$ cat config.mk
export PLATFORM = sky130hd
export DESIGN_NAME = sbc_top
export DESIGN_NICKNAME = d
export VERILOG_FILES = /design/src/rtl/sbc_pkg.sv /design/src/rtl/sbc_ctrl.sv /design/src/rtl/sbc_store.sv /design/src/rtl/sbc_top.sv
export SDC_FILE = /design/constraint.sdc
export NUM_CORES = 2
export LEC_CHECK = 0
export BUFFER_PORTS_ARGS = -buffer_cell sky130_fd_sc_hd__buf_4
export CORE_UTILIZATION = 40
export CTS_CLUSTER_SIZE = 14
export DETAILED_ROUTE_END_ITERATION = 7
export HOLD_SLACK_MARGIN = 0.15
export SYNTH_ARGS = -nofsm -noshare
export SYNTH_HDL_FRONTEND = slang
export SYNTH_SLANG_ARGS = --single-unit
$ cat constraint.sdc
create_clock -name clk -period 4.4 [get_ports clk]
set_clock_uncertainty 0.1 [all_clocks]
set_input_delay 0.22 -clock clk [delete_from_list [all_inputs] [get_ports clk]]
set_output_delay 0.22 -clock clk [all_outputs]
set_load 0.03 [all_outputs]
$ cat src/rtl/sbc_pkg.sv
package sbc_pkg;
  localparam logic [1:0] OP_OPEN  = 2'd1;
  localparam logic [1:0] OP_CLOSE = 2'd2;
  localparam logic [1:0] OP_END   = 2'd3;

  localparam logic [1:0] RSP_NONE  = 2'd0;
  localparam logic [1:0] RSP_DATA  = 2'd1;
  localparam logic [1:0] RSP_INVAL = 2'd2;
  localparam logic [1:0] RSP_HELD  = 2'd3;

  typedef enum logic {S_IDLE, S_CFG} ctrl_state_e;
endpackage

$ cat src/rtl/sbc_ctrl.sv
module sbc_ctrl
  import sbc_pkg::*;
#(
  parameter int NPE  = 16,
  parameter int NBUF = 8,
  localparam int PW = $clog2(NPE),
  localparam int BW = $clog2(NBUF)
) (
  input  logic                     clk,
  input  logic                     rst_n,
  input  logic                     cmd_valid,
  input  logic [1:0]               cmd_op,
  input  logic [PW-1:0]            cmd_src,
  input  logic [NPE-1:0]           cmd_cons,
  output logic                     cmd_ready,
  output logic                     cfg_valid,
  output logic [PW-1:0]            cfg_pe,
  output logic [BW-1:0]            cfg_buf,
  output logic                     cfg_set,
  output logic [NPE-1:0]           rt_valid,
  output logic [NPE-1:0]           rt_prod,
  output logic [NPE-1:0][BW-1:0]   rt_buf,
  output logic                     rel_valid,
  output logic [BW-1:0]            rel_buf
);
  function automatic logic [BW-1:0] first_free(input logic [NBUF-1:0] b);
    logic [BW-1:0] r = '0;
    for (int i = NBUF-1; i >= 0; i--) if (!b[i]) r = BW'(i);
    return r;
  endfunction

  function automatic logic [BW-1:0] first_set_buf(input logic [NBUF-1:0] b);
    logic [BW-1:0] r = '0;
    for (int i = NBUF-1; i >= 0; i--) if (b[i]) r = BW'(i);
    return r;
  endfunction

  function automatic logic [PW-1:0] first_pe(input logic [NPE-1:0] m);
    logic [PW-1:0] r = '0;
    for (int i = NPE-1; i >= 0; i--) if (m[i]) r = PW'(i);
    return r;
  endfunction

  function automatic logic [NPE-1:0] pe_bit(input logic [PW-1:0] p);
    logic [NPE-1:0] r = '0;
    r[p] = 1'b1;
    return r;
  endfunction

  ctrl_state_e               st;
  logic [NBUF-1:0]           busy, closed;
  logic [NBUF-1:0][NPE-1:0]  waitend;
  logic [NPE-1:0]            walk;
  logic [BW-1:0]             walk_buf;
  logic                      walk_set;
  logic [PW-1:0]             walk_prod;
  logic                      po_valid;
  logic [PW-1:0]             po_src;
  logic [NPE-1:0]            po_cons;

  // named internal events
  logic            any_free, start_po, take, do_open, park, close_ok, end_ok;
  logic [PW-1:0]   open_src;
  logic [NPE-1:0]  open_cons;
  logic [BW-1:0]   pick, src_buf;
  logic [NBUF-1:0] rel_hit;

  always_comb begin
    any_free  = ~&busy;
    start_po  = (st == S_IDLE) && po_valid && any_free;
    cmd_ready = (st == S_IDLE) && !start_po && !((cmd_op == OP_OPEN) && po_valid);
    take      = cmd_valid && cmd_ready;
    do_open   = start_po || (take && cmd_op == OP_OPEN && any_free);
    park      = take && cmd_op == OP_OPEN && !any_free;
    close_ok  = take && cmd_op == OP_CLOSE && rt_valid[cmd_src] && rt_prod[cmd_src];
    end_ok    = take && cmd_op == OP_END && rt_valid[cmd_src] && !rt_prod[cmd_src];
    open_src  = start_po ? po_src : cmd_src;
    open_cons = start_po ? po_cons : cmd_cons;
    pick      = first_free(busy);
    src_buf   = rt_buf[cmd_src];
    for (int b = 0; b < NBUF; b++)
      rel_hit[b] = busy[b] && closed[b] && (waitend[b] == '0);
    rel_valid = (st == S_IDLE) && (|rel_hit);
    rel_buf   = first_set_buf(rel_hit);
    cfg_valid = (st == S_CFG);
    cfg_pe    = first_pe(walk);
    cfg_buf   = walk_buf;
    cfg_set   = walk_set;
  end

  always_ff @(posedge clk) begin
    if (!rst_n) begin
      st <= S_IDLE;
      busy <= '0; closed <= '0; waitend <= '0;
      walk <= '0; walk_buf <= '0; walk_set <= 1'b0; walk_prod <= '0;
      po_valid <= 1'b0; po_src <= '0; po_cons <= '0;
      rt_valid <= '0; rt_prod <= '0; rt_buf <= '0;
    end else begin
      if (rel_valid) begin
        busy[rel_buf]   <= 1'b0;
        closed[rel_buf] <= 1'b0;
      end
      if (do_open) begin
        busy[pick]    <= 1'b1;
        closed[pick]  <= 1'b0;
        waitend[pick] <= open_cons & ~pe_bit(open_src);
        walk          <= open_cons | pe_bit(open_src);
        walk_buf      <= pick;
        walk_set      <= 1'b1;
        walk_prod     <= open_src;
        st            <= S_CFG;
        if (start_po) po_valid <= 1'b0;
      end
      if (park) begin
        po_valid <= 1'b1;
        po_src   <= cmd_src;
        po_cons  <= cmd_cons;
      end
      if (close_ok || end_ok) begin
        if (close_ok) closed[src_buf] <= 1'b1;
        if (end_ok) waitend[src_buf][cmd_src] <= 1'b0;
        walk     <= pe_bit(cmd_src);
        walk_buf <= src_buf;
        walk_set <= 1'b0;
        st       <= S_CFG;
      end
      if (st == S_CFG) begin
        rt_valid[cfg_pe] <= walk_set;
        rt_prod[cfg_pe]  <= walk_set && (cfg_pe == walk_prod);
        rt_buf[cfg_pe]   <= walk_buf;
        walk[cfg_pe]     <= 1'b0;
        if (walk == pe_bit(cfg_pe)) st <= S_IDLE;
      end
    end
  end

  // an open meeting a full pool is parked and sends nothing
  p_full_parks_r3: assert property (@(posedge clk) disable iff (!rst_n)
    (cmd_valid && cmd_ready && cmd_op == OP_OPEN && (&busy)) |=> (!cfg_valid && po_valid));

  // a programming message always names a claimed buffer
  p_cfg_claimed_r2: assert property (@(posedge clk) disable iff (!rst_n)
    (cfg_valid && cfg_set) |-> busy[cfg_buf]);
endmodule

$ cat src/rtl/sbc_store.sv
module sbc_store
  import sbc_pkg::*;
#(
  parameter int NPE   = 16,
  parameter int NBUF  = 8,
  parameter int DEPTH = 16,
  parameter int DW    = 16,
  localparam int PW = $clog2(NPE),
  localparam int BW = $clog2(NBUF),
  localparam int AW = $clog2(DEPTH),
  localparam int NW = NBUF * DEPTH,
  localparam int WI = $clog2(NW)
) (
  input  logic                    clk,
  input  logic                    rst_n,
  input  logic [NPE-1:0]          rt_valid,
  input  logic [NPE-1:0]          rt_prod,
  input  logic [NPE-1:0][BW-1:0]  rt_buf,
  input  logic                    rel_valid,
  input  logic [BW-1:0]           rel_buf,
  input  logic                    wr_valid,
  input  logic [PW-1:0]           wr_pe,
  input  logic [AW-1:0]           wr_addr,
  input  logic [DW-1:0]           wr_data,
  output logic                    wr_held,
  input  logic                    rd_valid,
  input  logic [PW-1:0]           rd_pe,
  input  logic [AW-1:0]           rd_addr,
  output logic                    rsp_valid,
  output logic [1:0]              rsp_code,
  output logic [DW-1:0]           rsp_data
);
  function automatic logic [WI-1:0] word_of(input logic [BW-1:0] b, input logic [AW-1:0] a);
    return WI'(b) * WI'(DEPTH) + WI'(a);
  endfunction

  function automatic logic any_valid(input logic [NW-1:0] v, input logic [BW-1:0] b);
    logic r = 1'b0;
    for (int w = 0; w < NW; w++) if ((w / DEPTH) == int'(b) && v[w]) r = 1'b1;
    return r;
  endfunction

  logic [DW-1:0] mem [NW];
  logic [NW-1:0] vbit;
  logic          wr_ok, rd_ok;
  logic [WI-1:0] wr_word, rd_word;

  always_comb begin
    wr_ok   = wr_valid && rt_valid[wr_pe] && rt_prod[wr_pe];
    rd_ok   = rd_valid && rt_valid[rd_pe] && !rt_prod[rd_pe];
    wr_held = wr_valid && !wr_ok;
    wr_word = word_of(rt_buf[wr_pe], wr_addr);
    rd_word = word_of(rt_buf[rd_pe], rd_addr);
  end

  always_ff @(posedge clk) begin
    if (wr_ok) mem[wr_word] <= wr_data;
  end

  always_ff @(posedge clk) begin
    if (!rst_n) begin
      vbit <= '0;
    end else begin
      for (int w = 0; w < NW; w++)
        if (rel_valid && (w / DEPTH) == int'(rel_buf)) vbit[w] <= 1'b0;
      if (wr_ok) vbit[wr_word] <= 1'b1;
    end
  end

  always_ff @(posedge clk) begin
    if (!rst_n) begin
      rsp_valid <= 1'b0;
      rsp_code  <= RSP_NONE;
      rsp_data  <= '0;
    end else begin
      rsp_valid <= rd_valid;
      rsp_data  <= '0;
      if (!rd_valid)            rsp_code <= RSP_NONE;
      else if (!rd_ok)          rsp_code <= RSP_HELD;
      else if (!vbit[rd_word])  rsp_code <= RSP_INVAL;
      else begin
        rsp_code <= RSP_DATA;
        rsp_data <= mem[rd_word];
      end
    end
  end

  // DATA only from a word whose flag was set
  p_data_only_valid_r6: assert property (@(posedge clk) disable iff (!rst_n)
    (rsp_valid && rsp_code == RSP_DATA) |-> $past(vbit[rd_word]));

  // stored writes only come from a producer route
  p_write_gate_r5: assert property (@(posedge clk) disable iff (!rst_n)
    (wr_valid && !wr_held) |-> (rt_valid[wr_pe] && rt_prod[wr_pe]));

  // a released buffer is left with no valid word
  p_release_clean_r8: assert property (@(posedge clk) disable iff (!rst_n)
    rel_valid |=> !any_valid(vbit, $past(rel_buf)));
endmodule

$ cat src/rtl/sbc_top.sv
module sbc_top
  import sbc_pkg::*;
#(
  parameter int NPE   = 16,
  parameter int NBUF  = 8,
  parameter int DEPTH = 16,
  parameter int DW    = 16,
  localparam int PW = $clog2(NPE),
  localparam int BW = $clog2(NBUF),
  localparam int AW = $clog2(DEPTH)
) (
  input  logic           clk,
  input  logic           rst_n,
  input  logic           cmd_valid,
  input  logic [1:0]     cmd_op,
  input  logic [PW-1:0]  cmd_src,
  input  logic [NPE-1:0] cmd_cons,
  output logic           cmd_ready,
  output logic           cfg_valid,
  output logic [PW-1:0]  cfg_pe,
  output logic [BW-1:0]  cfg_buf,
  output logic           cfg_set,
  input  logic           wr_valid,
  input  logic [PW-1:0]  wr_pe,
  input  logic [AW-1:0]  wr_addr,
  input  logic [DW-1:0]  wr_data,
  output logic           wr_held,
  input  logic           rd_valid,
  input  logic [PW-1:0]  rd_pe,
  input  logic [AW-1:0]  rd_addr,
  output logic           rsp_valid,
  output logic [1:0]     rsp_code,
  output logic [DW-1:0]  rsp_data
);
  logic [NPE-1:0]         rt_valid, rt_prod;
  logic [NPE-1:0][BW-1:0] rt_buf;
  logic                   rel_valid;
  logic [BW-1:0]          rel_buf;

  sbc_ctrl #(.NPE(NPE), .NBUF(NBUF)) u_ctrl (
    .clk(clk), .rst_n(rst_n),
    .cmd_valid(cmd_valid), .cmd_op(cmd_op), .cmd_src(cmd_src), .cmd_cons(cmd_cons),
    .cmd_ready(cmd_ready),
    .cfg_valid(cfg_valid), .cfg_pe(cfg_pe), .cfg_buf(cfg_buf), .cfg_set(cfg_set),
    .rt_valid(rt_valid), .rt_prod(rt_prod), .rt_buf(rt_buf),
    .rel_valid(rel_valid), .rel_buf(rel_buf)
  );

  sbc_store #(.NPE(NPE), .NBUF(NBUF), .DEPTH(DEPTH), .DW(DW)) u_store (
    .clk(clk), .rst_n(rst_n),
    .rt_valid(rt_valid), .rt_prod(rt_prod), .rt_buf(rt_buf),
    .rel_valid(rel_valid), .rel_buf(rel_buf),
    .wr_valid(wr_valid), .wr_pe(wr_pe), .wr_addr(wr_addr), .wr_data(wr_data),
    .wr_held(wr_held),
    .rd_valid(rd_valid), .rd_pe(rd_pe), .rd_addr(rd_addr),
    .rsp_valid(rsp_valid), .rsp_code(rsp_code), .rsp_data(rsp_data)
  );
endmodule

=== After elaboration in Yosys (flattened, before gate mapping) ===
Memories as Yosys holds them, arrays and structs flattened. A register that Yosys moved wholly into a read port is not among the register bits.
Index checks and enable logic that the tools add are counted.

* Add/sub/neg operators: 2
* Order comparisons: 17
* Equality and inequality tests: 12
* Multiplexer cells: 365
* Bitwise gates (word level): 17
* Reduce and logical (&&, ||, !) cells: 80

{| class="wikitable"
|+ Operators with widths
! operator !! number
|-
| 128-bit 2-to-1 mux || 5
|-
| 1-bit 2-to-1 mux || 279
|-
| 128-bit AND || 1
|-
| 128-bit bitwise mux || 1
|-
| 16-bit logical NOT || 8
|-
| 128-bit inverter || 1
|-
| 128-bit OR || 1
|-
| 16-bit 2-to-1 mux || 7
|-
| 16-bit demux with 3-bit select || 2
|-
| 8-bit 2-to-1 mux || 9
|-
| 4-bit 2-to-1 mux || 17
|-
| 3-bit 2-to-1 mux || 22
|-
| 1-bit logical AND || 53
|-
| 48-bit bitwise mux || 1
|-
| 3-bit binary-select mux with 4-bit select || 3
|-
| 16-bit AND || 2
|-
| 16-bit bitwise mux || 2
|-
| 16-bit inverter || 2
|-
| 4-bit by 5-bit less-than comparator with 1-bit output, second input constant || 5
|-
| 8-bit AND || 3
|-
| 1-bit binary-select mux with 4-bit select || 6
|-
| 16-bit equality test || 1
|-
| 7-bit by 8-bit less-than comparator with 1-bit output, second input constant || 2
|-
| 8-bit inverter || 2
|-
| other kinds (29) || 58
|}

* Register bits after elaboration: 401
* Bits in writable memories: 2,048
* Bits of input ports: 59
* Output and inout bits: 30
* Logic and storage cells: 533
* Memories: 1

{| class="wikitable"
|+ Memories
! name !! depth !! bits a word !! rd ports !! clocked after Yosys merged registers in !! wr ports !! line !! source
|-
| u_store.mem || 128 || 16 || 1 || 1 || 1 || sbc_store.sv:43 || <nowiki>logic [DW-1:0] mem [NW];</nowiki>
|}

=== Logic depth before layout (Yosys ltp) ===
* Depth in word-level cells: 24
* Gate-level depth with buffers: 12
* Gate-level depth less buffers: 9

=== Hierarchy ===
From an unflattened synthesis, not the netlist that was laid out.

* Cell total of the unflattened synthesis: 5,293
* Area total of the unflattened synthesis: 99,092.5 um^2

{| class="wikitable"
|+ Modules (own cells, without submodules)
! module !! instances !! cells each !! area each (um^2)
|-
| sbc_store || 1 || 3,784 || 85,605.9
|-
| sbc_ctrl || 1 || 1,509 || 13,486.7
|}

=== Least setup slack after synthesis ===
No wires, ideal clock.

* Kind: input to register
* Start point: input port wr_pe[0]
* End point: memory u_store.mem[80][0] (enable)
* Setup time: 0.390 ns
* Arrival time: 3.122 ns
* Setup slack: 0.788 ns
* Cell stages on the path: 7
* Buffers on the path: 2
* Cells stage by stage: clkbuf_1 buf_2 mux4_2 mux4_2 nor2b_1 nand2_1 nor2_1

* Word-level cells in the longest chain between the ends: 6

{| class="wikitable"
|+ RTL lines
! element !! line !! source
|-
| start: declaration || sbc_top.sv:24 || <nowiki>input logic [PW-1:0] wr_pe,</nowiki>
|-
| parallel branches: the longest is 6 deep, another holds 7-bit by 4-bit adder with 7-bit output || - ||
|-
| end: declaration || sbc_store.sv:43 ||
|}

Several ways; the timed one is not identified. The select of a mux whose other input is x is not followed.

=== Final worst setup path ===
* Start point: register u_ctrl.rt_prod[4]
* End point: memory u_store.mem[125][1] (enable)

* Word-level cells in the longest chain between the ends: 5

{| class="wikitable"
|+ RTL lines
! element !! line !! source
|-
| start: declaration || sbc_ctrl.sv:21 || <nowiki>output logic [NPE-1:0] rt_prod,</nowiki>
|-
| start signal: indexed assignment || sbc_ctrl.sv:129 || <nowiki>rt_prod[cfg_pe] <= walk_set && (cfg_pe == walk_prod);</nowiki>
|-
| 1-bit binary-select mux with 4-bit select || sbc_store.sv:49 || <nowiki>wr_ok = wr_valid && rt_valid[wr_pe] && rt_prod[wr_pe];</nowiki>
|-
| 1-bit 2-to-1 mux (implied by the code) || sbc_store.sv:49 ||
|-
| 1-bit logical AND || sbc_store.sv:49 ||
|-
| 1-bit 2-to-1 mux || sbc_store.sv:57 || <nowiki>if (wr_ok) mem[wr_word] <= wr_data;</nowiki>
|-
| 1-bit 2-to-1 mux (implied by the code) || sbc_store.sv:57 ||
|}

Every way passes these cells. The select of a mux whose other input is x is not followed.

==> summary.txt <==
Worst setup path
  • CP peak stage delay: roughly 0.77 ns
  • Worst Path Arrival: between 4 and 5 ns
  • Kind of critical path: reg2reg
  • Slowest cell on the critical path: dlygate4sd3_1
  • Worst-path maximum fanout: 7
  • CP required: between 4 and 5 ns
  • Critical Path End Type: flop
  • Most used cell, CP: mux4_2
  • Startpoint Class: flop
  • Cell breakdown of the critical path: nand2_1 > mux4_2 > mux4_2 > nor3_1 > nand3_2 > dlygate4sd3_1 > nor2_2 > buf_4

Synthesis
  • Top_reg_cell synth: edfxtp_1
  • Total nets after synthesis: 5311
  • Main combinational cell family by area after synthesis: multiplexers
  • Mapped Avg Cell Area: ~19 µm²
  • Cells after synthesis: roughly 5.3k
  • Synthesized area: between 0.09 and 0.1 mm²
  • Post-synth EDFFs: slightly above 2k
  • Yosys cell types: 73
  • Seq cells post-synth: roughly 2.5k
  • Yosys top cell area share: 0.630
  • Mux cell area share after synthesis: 0.188
  • Post-synthesis sequential area ratio: 0.716
  • Compound-cell area share of the yosys netlist: 0.0374
  • Yosys top cell by area: edfxtp_1
  • Synth Area in XOR/XNOR: 0.000269
  • Synth Area in Adders: 0.000103
  • Synth warn: 0
  • Area contributors post-synth: edfxtp_1 (63%), mux4_2 (17%), dfxtp_1 (8.6%)
  • Simple-gate share of the synthesized area: 0.0445
  • Post-synth ARST share: 0

Clock network
  • CTS sink count: 2465
  • TritonCTS clock tree: built
  • CTS Buf Count: between 200 and 300
  • CTS max path bufs: 4
  • Worst-Skew Late Latency: about 0.94 ns
  • Hold_buf cts: a little over 90
  • Clock root buffer: clkbuf_16
  • H-tree depth: 5
  • Post-cts gate resize count: 0
  • Clk pin slew, worst setup/hold paths: about 0.060 ns
  • Postcts setup bufs: 0

Timing
  • Final setup vio count: 0
  • Max Clock Freq: around 240 MHz
  • Slew Viols, Final: 0
  • Sum Neg Setup Slack: 0 ns
  • Fin crit period: just over 4 ns
  • Worst Tran Pin Value: ~1.3 ns
  • Relative slew slack: 0.142
  • Part of the cycle the worst path needs: 0.942
  • Final worst slack: ~0.25 ns
  • RSZ-0062 raised after global routing: false
  • Hold slack: 0.209 ns
  • Hold Fails Final Rpt: 0

Floorplanning
  • Initial core utilization: 0.404
  • Die Wd: about 500 µm
  • Die area: ~0.25 mm²
  • Die height: 496 µm
  • I/O pin count: 89
  • Core ar.: between 0.2 and 0.25 mm²
  • Std-Cell Rows: 180

GRT
  • Remaining global-route overflow: 0
  • Largest net degree at the start of global routing: between 90 and 100
  • Initial antenna violation count: 10
  • Vias in the first global route: between 50k and 60k
  • Global-route wire length before repair: 371000 µm
  • GRT Util Overall: 0.208

Final layout
  • Design Area, Final: around 0.11 mm²
  • Commonest non-fill, non-tap cell in the layout: edfxtp_1
  • Most frequent cells in the layout: edfxtp_1 (2048), mux4_2 (722), dfxtp_1 (417), nor2_1 (323), buf_4 (317)
  • Final Core Density: 0.472
  • Nets@finish: approximately 5.7k
  • Fillers: between 15k and 20k
  • Area of the multi-input gates: between 0.02 and 0.03 mm²
  • Reg area: 0.0698 mm²
  • Synth-to-Final Area Change: 17.0%
  • Share of layout cells above drive strength 1: 0.282
  • Layout Cells excl Fill: 9065

Routing
  • Vias: roughly 52k
  • Post-route ant nets: 0
  • WL/cell: between 20 and 30 µm
  • Vias/cell: roughly 5.8
  • Remaining DRCs: 0
  • Final WL: approximately 260000 µm
  • DR iter-0 viols: 5483
  • DR pass1 iterations: 5

Pwr
  • P_int: between 30 and 40 mW
  • Total Power Consumption: 50.1 mW
  • P_sw: 10.6 mW
  • Clk pwr share: 0.445
  • Worst VDD drop: between 200 and 300 µV
  • Lkg Pwr: approximately 37 nW
  • Sw frac: 0.211
  • Cell Pwr Density: 438 mW/mm²
  • Logic pwr share: 0.050
  • Sequential power share: 0.505

Place
  • Buffers added on ports: a little under 90
  • Dpl cells: around 8.5k
  • Worst slack at placement: ~0.52 ns
  • HPWL after DPL: between 150000 and 200000 µm
  • Post-DP Area: about 0.10 mm²
  • Gpl congestion: 0.875

Run status
  • Run status: completed

Min path
  • HP Class: in2reg

Flow run
  • Max-Cap Viols: 0
-- synthesized netlist by cell type (all sizes together), types with 9 or more instances --
cell / number
nor2b: 51
and3: 26
nand3b: 9
o2111a: 32
nand2b: 15
nor4: 37
nor3: 36
a211oi: 9
o21ai: 66
o211a: 46
and2: 9
mux4: 732
inv: 23
o211ai: 31
nor2: 452
dfxtp: 417
nand3: 39
o21a: 50
nand2: 261
o22ai: 40
edfxtp: 2048
nand4: 13
or2: 11
clkbuf: 245
a21oi: 180
buf: 83
mux2i: 177
-- cell families (layout without fill, tap and decap cells) --
logic type,Yosys count,count (layout)
muxes,913,913
xor gates and xnor gates,3,3
other,0,2
and+or+nand+nor,985,985
buffers and inverters,351,977
adders and majority gates,1,1
AOI/OAI and AO/OA,534,534
DFF,2465,2465
-- routing by layer --
layer | vias to the layer above | GRT usage | routed length, µm
met1 | 27900 | 0.296 | 109000
met4 | 0 | 0.0615 | 7300
li1 | 22200 | - | -
met2 | 1980 | 0.327 | 121000
met5 | - | 0 | 0
met3 | 408 | 0.0351 | 18100
-- flip-flops by register name (all words and copies together) (netlist names), 8 cells and up --
name,flops
u_ctrl.busy,8
u_ctrl.closed,8
u_ctrl.po_cons,16
u_ctrl.rt_buf,48
u_ctrl.rt_prod,16
u_ctrl.rt_valid,16
u_ctrl.waitend,128
u_ctrl.walk,16
u_store.mem,2048
u_store.rsp_data,16
u_store.vbit,128
-- area by class of cell --
type | count | area share
inverter | 23 | 0.000800
timing repair buffer | 486 | 0.0423
clock buffer | 361 | 0.0664
multi-input combinational | 2436 | 0.234
tap | 3185 | 0.0349
clock inverter | 107 | 0.00942
sequential | 2465 | 0.612
antenna | 2 | 0.0000438
-- power groups by stage --
| stage | combinational (mW) | clock [mW] | sequential, mW |
|---|---|---|---|
| 5_1_grt | 2.65 | 23.5 | 25.3 |
| 4_1_cts | 2.54 | 22.7 | 25.3 |
| 6_report | 2.51 | 22.3 | 25.3 |
| 3_5_place_dp | 2.48 | 0 | 25.8 |
| 2_1_floorplan | 1.34 | 0 | 25.8 |
| 3_3_place_gp | 2.45 | 0 | 25.8 |
-- worst max-delay path, delay by kind of cell, from the launching register on --
kind	cells	cell delay, ns
AND/OR/NAND/NOR	4	1.17
multiplexers	2	1.10
buffers and inverters	2	1.05
flip-flops	1	0.39
-- worst paths after layout --
| path | start | endpoint | slack (ns) | cells after the start |
|---|---|---|---|---|
| min reg2reg | u_store.vbit[14] | u_store.vbit[14] | 0.39 | 2 |
| min | wr_addr[2] | u_store.mem[22][8] | 0.21 | 6 |
| max reg2reg | u_ctrl.rt_prod[4] | u_store.mem[125][1] | 0.25 | 8 |
| max | u_ctrl.rt_prod[4] | u_store.mem[125][1] | 0.25 | 8 |
(Power assumes the default switching activity.)
